--- config.mk ---
export PLATFORM = sky130hd
export DESIGN_NAME = flt_imm_loader
export DESIGN_NICKNAME = d
export VERILOG_FILES = /design/src/rtl/flt_imm_pkg.sv /design/src/rtl/flt_imm_ctrl.sv /design/src/rtl/flt_imm_datapath.sv /design/src/rtl/flt_imm_loader.sv
export SDC_FILE = /design/constraint.sdc
export NUM_CORES = 1
export LEC_CHECK = 0
export BUFFER_PORTS_ARGS = -buffer_cell sky130_fd_sc_hd__buf_2
export CORE_UTILIZATION = 46
export CTS_CLUSTER_DIAMETER = 150
export DETAILED_ROUTE_END_ITERATION = 8
export MAX_ROUTING_LAYER = met4
export PLACE_DENSITY = 0.82
export SLEW_MARGIN = 20
export SYNTH_ARGS = -nofsm -noshare
export SYNTH_HDL_FRONTEND = slang
export SYNTH_SLANG_ARGS = --single-unit
--- constraint.sdc ---
create_clock -name clk -period 5.17 [get_ports clk]
set_clock_uncertainty 0.05 [all_clocks]
set_input_delay 1.034 -clock clk [delete_from_list [all_inputs] [get_ports clk]]
set_output_delay 1.034 -clock clk [all_outputs]
set_load 0.01 [all_outputs]
--- src/rtl/flt_imm_pkg.sv ---
package flt_imm_pkg;
  localparam int WORD_W   = 32;
  localparam int DBL_W    = 64;
  localparam int SGL_W    = 32;
  localparam int IMM_W    = 16;
  localparam int IDX_W    = 5;
  localparam int SGL_FR_W = 23;
  localparam int DBL_EX_W = 11;
  localparam int PAD_W    = 52 - SGL_FR_W;
  localparam logic [DBL_EX_W-1:0] BIAS_GAP  = 11'd896;
  localparam logic [DBL_EX_W-1:0] SUB_BASE  = 11'd874;
  localparam logic [DBL_EX_W-1:0] NORM_LOW  = 11'd897;
  localparam logic [DBL_EX_W-1:0] NORM_HIGH = 11'd1150;

  typedef struct packed {
    logic capture;
    logic patchLow;
  } ctrlStrobes_t;
endpackage

--- src/rtl/flt_imm_ctrl.sv ---
module flt_imm_ctrl
  import flt_imm_pkg::*;
(
  input  logic         clk,
  input  logic         rstN,
  input  logic         inValid,
  input  logic         opSel,
  output ctrlStrobes_t strobes,
  output logic         writeQ
);
  always_comb begin
    strobes.capture  = inValid;
    strobes.patchLow = inValid & opSel;
  end

  always_ff @(posedge clk) begin
    if (!rstN) writeQ <= 1'b0;
    else       writeQ <= inValid;
  end
endmodule

--- src/rtl/flt_imm_datapath.sv ---
module flt_imm_datapath
  import flt_imm_pkg::*;
(
  input  logic               clk,
  input  logic               rstN,
  input  ctrlStrobes_t       strobes,
  input  logic [WORD_W-1:0]  instrWord,
  input  logic [DBL_W-1:0]   curValue,
  output logic [DBL_W-1:0]   resultQ,
  output logic [IDX_W-1:0]   indexQ
);
  logic [IMM_W-1:0] immField;
  logic [IDX_W-1:0] idxField;
  logic [SGL_W-1:0] narrowed;
  logic [SGL_W-1:0] spPattern;
  logic [DBL_W-1:0] widened;

  function automatic logic [DBL_W-1:0] widenSp(input logic [SGL_W-1:0] sp);
    logic                 sgn;
    logic [7:0]           ex;
    logic [SGL_FR_W-1:0]  fr;
    logic [SGL_FR_W-1:0]  norm;
    logic [4:0]           lead;
    logic [DBL_W-1:0]     r;
    sgn  = sp[31];
    ex   = sp[30:23];
    fr   = sp[22:0];
    lead = '0;
    for (int i = 0; i < SGL_FR_W; i++) begin
      if (fr[i]) lead = 5'(i);
    end
    norm = fr << (5'd23 - lead);
    if (ex == 8'hFF)      r = {sgn, 11'h7FF, fr, {PAD_W{1'b0}}};
    else if (ex != 8'h00) r = {sgn, DBL_EX_W'(ex) + BIAS_GAP, fr, {PAD_W{1'b0}}};
    else if (fr == '0)    r = {sgn, 63'b0};
    else                  r = {sgn, SUB_BASE + DBL_EX_W'(lead), norm, {PAD_W{1'b0}}};
    return r;
  endfunction

  function automatic logic [SGL_W-1:0] narrowDp(input logic [DBL_W-1:0] dp);
    logic                 sgn;
    logic [DBL_EX_W-1:0]  ex;
    logic [SGL_FR_W-1:0]  fr;
    logic [DBL_EX_W-1:0]  sh;
    logic [SGL_FR_W:0]    full;
    logic [SGL_W-1:0]     r;
    sgn  = dp[63];
    ex   = dp[62:52];
    fr   = dp[51:29];
    sh   = NORM_LOW - ex;
    full = {1'b1, fr} >> sh;
    if (ex == 11'h7FF)     r = {sgn, 8'hFF, fr};
    else if (ex == '0)     r = {sgn, 31'b0};
    else if (ex > NORM_HIGH) r = {sgn, 8'hFF, 23'b0};
    else if (ex >= NORM_LOW) r = {sgn, 8'(ex - BIAS_GAP), fr};
    else if (ex >= SUB_BASE) r = {sgn, 8'h00, full[SGL_FR_W-1:0]};
    else                   r = {sgn, 31'b0};
    return r;
  endfunction

  always_comb begin
    immField  = {instrWord[15:6], instrWord[20:16], instrWord[0]};
    idxField  = instrWord[25:21];
    narrowed  = narrowDp(curValue);
    spPattern = strobes.patchLow ? {narrowed[31:16], immField}
                                 : {immField, 16'h0000};
    widened   = widenSp(spPattern);
  end

  always_ff @(posedge clk) begin
    if (!rstN) begin
      resultQ <= '0;
      indexQ  <= '0;
    end else if (strobes.capture) begin
      resultQ <= widened;
      indexQ  <= idxField;
    end
  end
endmodule

--- src/rtl/flt_imm_loader.sv ---
module flt_imm_loader
  import flt_imm_pkg::*;
(
  input  logic        clk,
  input  logic        rstN,
  input  logic        inValid,
  input  logic        opSel,
  input  logic [31:0] instrWord,
  input  logic [63:0] curValue,
  output logic [63:0] outValue,
  output logic [4:0]  outIndex,
  output logic        outWrite
);
  ctrlStrobes_t strobes;

  flt_imm_ctrl u_ctrl (
    .clk     (clk),
    .rstN    (rstN),
    .inValid (inValid),
    .opSel   (opSel),
    .strobes (strobes),
    .writeQ  (outWrite)
  );

  flt_imm_datapath u_dp (
    .clk       (clk),
    .rstN      (rstN),
    .strobes   (strobes),
    .instrWord (instrWord),
    .curValue  (curValue),
    .resultQ   (outValue),
    .indexQ    (outIndex)
  );
endmodule

==> impl_metrics.json, run 1 <==
{
  "outcome": "complete, no violations",
  "overflow": 0,
  "clk_latency_ns": 0.30,
  "synthesis.area_um2": 4569,
  "hold_buffers": 0,
  "design.die.area_um2": 10340,
  "cellPowerDensity_nw_per_um2": 202.9,
  "final_common_cell": "buf_2",
  "r2r-start": "u_dp.resultQ[47]$_SDFFE_PN0P_",
  "num_rows": 36,
  "multiInputGateArea_um2": 3368,
  "grt_pass1_wl_um": 26610,
  "ys_warn_count": 0,
  "routed_wl_um": 16780,
  "cts-root-buf": "clkbuf_8",
  "die_y_um": 101.7,
  "antenna_found_initial": 0,
  "dpl_cell_area_um2": 5159,
  "cap_viol_max_count": 0,
  "tns_ns": 0,
  "maxSlewHeadroom_pct": 32.04,
  "fmax_mhz": 206.2,
  "syn_inst": 627,
  "final-hold-violation-count": 0,
  "synth_ff_type": "dfxtp_1",
  "hold_depth": 1,
  "routed_via_density": 6.333,
  "first_iter_violations": 524,
  "worstHoldPathType": "reg -> reg",
  "rsz0062_at_grt": "false",
  "reg2reg_setup_slack_ns": 3.98,
  "yosysUniqueCellTypes": 85,
  "grt_start_max_net_pins": 46,
  "cts_buffer_depth": 2,
  "vias": 5345,
  "core-area_um2": 9684,
  "hold_ws_ns": 0.4368,
  "hpwl_um": 12700,
  "postCtsSetupBuffers": 0,
  "cts_resized": 0,
  "io_pins": 170,
  "nets": 815,
  "r2r_cells": 4,
  "finalMaxSlewViolations": 0,
  "track_usage_pct": 33.93,
  "post-route-drc-count": 0,
  "worst_pin_slew_ns": 1.016,
  "startpoint_type": "primary input",
  "period_share_pct": 93.79,
  "area.sequential_um2": 800.8,
  "arrival_ns": 5.04,
  "synth_edf_count": 0,
  "cp_max_fo": 7,
  "r2r_end": "u_dp.resultQ[47]$_SDFFE_PN0P_",
  "port_buffers": 84,
  "first_pass_iters": 5,
  "ys_ff_latch": 40,
  "htreeDepth": 2,
  "antenna_cells": 0,
  "die_x_um": 101.7,
  "crit_type": "in -> reg",
  "ys_seq_area_share_pct": 17.52,
  "vdd_drop_max_mv": 0.1252,
  "gp_congestion": 0.9525,
  "start_util_pct": 47.18,
  "leakage_nw": 2.204,
  "synth_area_per_cell_um2": 7.288,
  "numCtsBuffers": 5,
  "required_ns": 5.36,
  "fin_area_um2": 5274,
  "cp-end-kind": "register",
  "clkTransAtPathRegs_ns": 0.09,
  "holdCritStartpoint": "u_dp.resultQ[62]$_SDFFE_PN0P_",
  "setup_viol": 0,
  "area_delta_synth_final_pct": 15.42,
  "async_reset_ff_share_pct": 0,
  "min_to": "u_dp.resultQ[62]$_SDFFE_PN0P_",
  "grt_pass1_vias": 4954,
  "cts.sinks": 40,
  "drive_gt1_share_pct": 24.33,
  "nFillCells": 942,
  "min_period_ns": 4.849,
  "ant_nets": 0,
  "wire_per_inst_um": 19.89,
  "cts_tree": "yes",
  "final_cell_mix": "buf_2, nand2_1, nor2_1"
}
==> cells by family after synthesis <==
kind of cell / count (synthesis) / synth area share (%)
muxes: 43 / 9.885
buffers and inverters: 95 / 11.06
AOI/OAI and AO/OA: 234 / 37.27
and+or+nand+nor: 208 / 22.62
other: 1 / 0.08207
DFF: 40 / 17.52
xor gates and xnor gates: 1 / 0.1917
adders and majority gates: 5 / 1.369
==> cell usage after synthesis (5+ instances only) <==
master / number / area (um2)
o21a_1: 8 / 60.06
nor2_1: 47 / 176.4
mux2i_1: 35 / 350.3
and2_1: 7 / 43.79
nor3_1: 16 / 80.08
nand2b_1: 8 / 50.05
o22ai_1: 13 / 81.33
inv_1: 11 / 41.29
clkbuf_1: 29 / 108.9
buf_1: 6 / 22.52
a21oi_1: 40 / 200.2
nor2b_1: 11 / 68.82
a31oi_1: 23 / 143.9
o21ai_0: 46 / 230.2
o21ai_1: 5 / 25.02
a22oi_1: 7 / 52.55
buf_2: 13 / 65.06
nand4_1: 5 / 31.28
ha_1: 5 / 62.56
o221ai_1: 6 / 52.55
o311a_1: 6 / 60.06
dfxtp_1: 40 / 800.8
buf_4: 30 / 225.2
nand3_1: 24 / 120.1
o211ai_1: 8 / 60.06
nand2_1: 63 / 236.5
mux2_2: 7 / 78.83
==> area by class of cell <==
class	instances	area share, %
tap	133	3.155
sequential	40	15.18
timing repair buffer	129	14.61
clock inverter	3	0.8778
multi-input combinational	520	63.87
inverter	14	0.9964
clock buffer	5	1.305
==> metal layers <==
metal | vias up | global-route usage (%) | share of wire, %
li1 | 2477 | - | -
met1 | 2508 | 45.90 | 44
met2 | 312 | 50.83 | 44
met3 | 48 | 4.831 | 8.7
met4 | 0 | 12.60 | 3.3
met5 | - | - | 0
==> worst max path at each step <==
| stage | from | to | slack, ns | cells after the start |
|---|---|---|---|---|
| after global routing | curValue[53] | u_dp.resultQ[38]$_SDFFE_PN0P_ | 0.10 | 18 |
| after detailed placement | curValue[53] | u_dp.resultQ[38]$_SDFFE_PN0P_ | 0.16 | 19 |
| after CTS | curValue[53] | u_dp.resultQ[38]$_SDFFE_PN0P_ | 0.45 | 19 |
| after global placement | curValue[53] | u_dp.resultQ[39]$_SDFFE_PN0P_ | 0.24 | 18 |
| after floorplan | curValue[53] | u_dp.resultQ[39]$_SDFFE_PN0P_ | 0.15 | 19 |
| final | curValue[53] | u_dp.resultQ[38]$_SDFFE_PN0P_ | 0.32 | 18 |
==> power breakdown <==
group	total, mW	switching [mW]	internal, mW
registers	0.336	0.00896	0.327
clock network	0.271	0.126	0.146
logic	0.463	0.285	0.178
total	1.07	0.419	0.651
==> sequential cells by signal, indices dropped and copies added, names as in the netlist <==
name / count
u_dp.indexQ: 5
u_dp.resultQ: 34
u_ctrl.writeQ: 1
==> worst max-delay path, stage by stage <==
cell	delay, ns
buf_2	0.10
inv_1	0.12
ha_1	0.26
nand2b_1	0.19
o41ai_4	0.53
nand2_1	0.17
a41oi_1	0.28
a2111o_1	0.23
nand4_1	0.29
nor2_1	0.22
inv_1	0.09
ha_1	0.38
o311a_1	0.34
and2b_1	0.27
nand2_1	0.12
o211ai_1	0.20
a31oi_1	0.09
nor2_1	0.12
==> through the flow <==
step	util, %	instances	worst slack (ns)	power (mW)
final	54.46	844	0.3211	1.070
after global routing	54.46	844	0.1045	1.128
after CTS	54.46	844	0.4506	1.064
after detailed placement	53.27	836	0.1615	0.7918
after global placement	53.27	836	0.2381	0.7922
after floorplan	-	655	0.1452	0.6546
No activity file was read; power rests on OpenSTA's default activity.
==> inputs of run 2 (changes only) <==
CORE_UTILIZATION = 55   (was 46)
PLACE_DENSITY = 0.92   (was 0.82)
clock period = 6 ns   (was 5.17 ns; I/O delays follow)
==> run 2 against run 1 <==
Core utilization increased by 9.9 points; critical path type unchanged; sequential share of layout area up 0.60 points; design area decreased by 3.8%; largest power group unchanged; sequential power down 14%; largest cell class unchanged.
==> impl_metrics.json, run 2 (synthesis results as in run 1) <==
{
  "numCtsBuffers": 5,
  "period_share_pct": 88.63,
  "num_rows": 32,
  "grt_pass1_vias": 4912,
  "tns_ns": 0,
  "routed_via_density": 6.902,
  "min_period_ns": 5.318,
  "clkTransAtPathRegs_ns": 0.10,
  "crit_chain": "buf_2 > inv_1 > ha_1 > nand2b_1 > o41a_1 > a31oi_4 > o22a_1 > o221ai_1 > nand4_1 > nor2_1 > inv_1 > ha_1 > o311a_1 > and2b_1 > nand2_1 > o211ai_1 > o221a_1",
  "fin_area_um2": 5072,
  "clk_latency_ns": 0.30,
  "routed_wl_um": 16690,
  "fmax_mhz": 188.0,
  "largest_reg_flops": 34,
  "holdCritStartpoint": "u_dp.resultQ[63]$_SDFFE_PN0P_",
  "startpoint_type": "primary input",
  "r2r-start": "u_dp.resultQ[47]$_SDFFE_PN0P_",
  "area_delta_synth_final_pct": 11.01,
  "io_pins": 170,
  "cts-root-buf": "clkbuf_8",
  "antenna_cells": 0,
  "vdd_drop_max_mv": 0.1329,
  "grt_pass1_wl_um": 26240,
  "leakage_nw": 2.102,
  "cts_buffer_depth": 2,
  "reg2reg_setup_slack_ns": 4.75,
  "r2r_end": "u_dp.resultQ[47]$_SDFFE_PN0P_",
  "rsz0062_at_grt": "false",
  "ant_nets": 0,
  "worstHoldPathType": "reg -> reg",
  "track_usage_pct": 39.37,
  "finalMaxSlewViolations": 0,
  "start_util_pct": 57.93,
  "min_to": "u_dp.resultQ[63]$_SDFFE_PN0P_",
  "postCtsSetupBuffers": 0,
  "drive_gt1_share_pct": 22.14,
  "overflow": 0,
  "wire_per_inst_um": 21.04,
  "post-route-drc-count": 0,
  "path_buf_inv": 3,
  "gp_congestion": 0.9747,
  "cp-end-kind": "register",
  "arrival_ns": 5.53,
  "cts.sinks": 40,
  "setup_viol": 0,
  "r2r_cells": 4,
  "hold_depth": 1,
  "maxSlewHeadroom_pct": 37.08,
  "required_ns": 6.21,
  "hpwl_um": 12320,
  "port_buffers": 84,
  "slowest_delay_ns": 0.56,
  "hold_buffers": 0,
  "reg_top3": "u_dp.resultQ: 34 flops, u_dp.indexQ: 5 flops, u_ctrl.writeQ: 1 flops",
  "final_common_cell": "buf_2",
  "die_y_um": 93.15,
  "cellPowerDensity_nw_per_um2": 180.1,
  "antenna_found_initial": 0,
  "final-hold-violation-count": 0,
  "setup_slack_ns": 0.6822,
  "dpl_worst_slack_ns": 0.5523,
  "cp_max_fo": 15,
  "cap_viol_max_count": 0,
  "nets": 795,
  "cts_tree": "yes",
  "die_x_um": 93.15,
  "cts_resized": 0,
  "crit_family": "compound AO/OA/AOI/OAI gates",
  "first_pass_iters": 5,
  "crit_type": "in -> reg",
  "worst_pin_slew_ns": 0.9404,
  "final_cell_mix": "buf_2, nand2_1, nor2_1",
  "vias": 5473,
  "outcome": "complete, no violations",
  "design.die.area_um2": 8677,
  "grt_start_max_net_pins": 55,
  "largest-register": "u_dp.resultQ",
  "htreeDepth": 2,
  "critPathSlowestCell": "o41a_1",
  "core-area_um2": 7888,
  "dpl_cell_area_um2": 4957,
  "first_iter_violations": 657
}
## run 2: cell count changes in the layout (fill, tap and decap cells not counted), sizes merged
cell  change
buf      -20
## run 2: final cells by class
type                    count  area, um2
clock buffers               5      68.82
clock inverters             3      46.29
fillers                   718       2815
inverters                  14      52.55
multi-input cells         520       3368
flip-flops and latches     40      800.8
well taps                 102      127.6
repair buffers            109      608.1
## run 2: worst max-delay path by stage
stage            startpoint                       endpoint  slack (ns)  cells past startpoint
2_1_floorplan  curValue[53]  u_dp.resultQ[39]$_SDFFE_PN0P_        0.81                     19
3_3_place_gp   curValue[53]  u_dp.resultQ[39]$_SDFFE_PN0P_        0.65                     17
3_5_place_dp   curValue[53]  u_dp.resultQ[39]$_SDFFE_PN0P_        0.55                     17
4_1_cts        curValue[53]  u_dp.resultQ[39]$_SDFFE_PN0P_        0.84                     17
5_1_grt        curValue[53]  u_dp.resultQ[39]$_SDFFE_PN0P_        0.50                     17
6_report       curValue[53]  u_dp.resultQ[39]$_SDFFE_PN0P_        0.68                     17
## run 2: layer usage
layer | GRT usage, % | vias up | share of wire, %
met3 | 7.236 | 51 | 12
met4 | 11.54 | 0 | 3.2
met2 | 59.74 | 430 | 44
met1 | 53.22 | 2545 | 41
met5 | - | - | 0
li1 | - | 2447 | -
## run 2: where the power goes
| group | total [mW] | internal, mW | switching (mW) |
|---|---|---|---|
| registers | 0.289 | 0.281 | 0.00777 |
| clock network | 0.238 | 0.126 | 0.112 |
| logic | 0.387 | 0.141 | 0.246 |
## run 2: stage by stage
stage	total power, mW	util [%]	hold slack, ns	cells
final	0.9134	64.31	0.4477	793
after global routing	0.9518	64.31	0.4611	793
after CTS	0.8984	64.31	0.4521	793
after floorplan	0.5641	-	0.4695	655
after detailed placement	0.6663	62.85	0.4278	785
after global placement	0.6618	62.85	0.4084	785
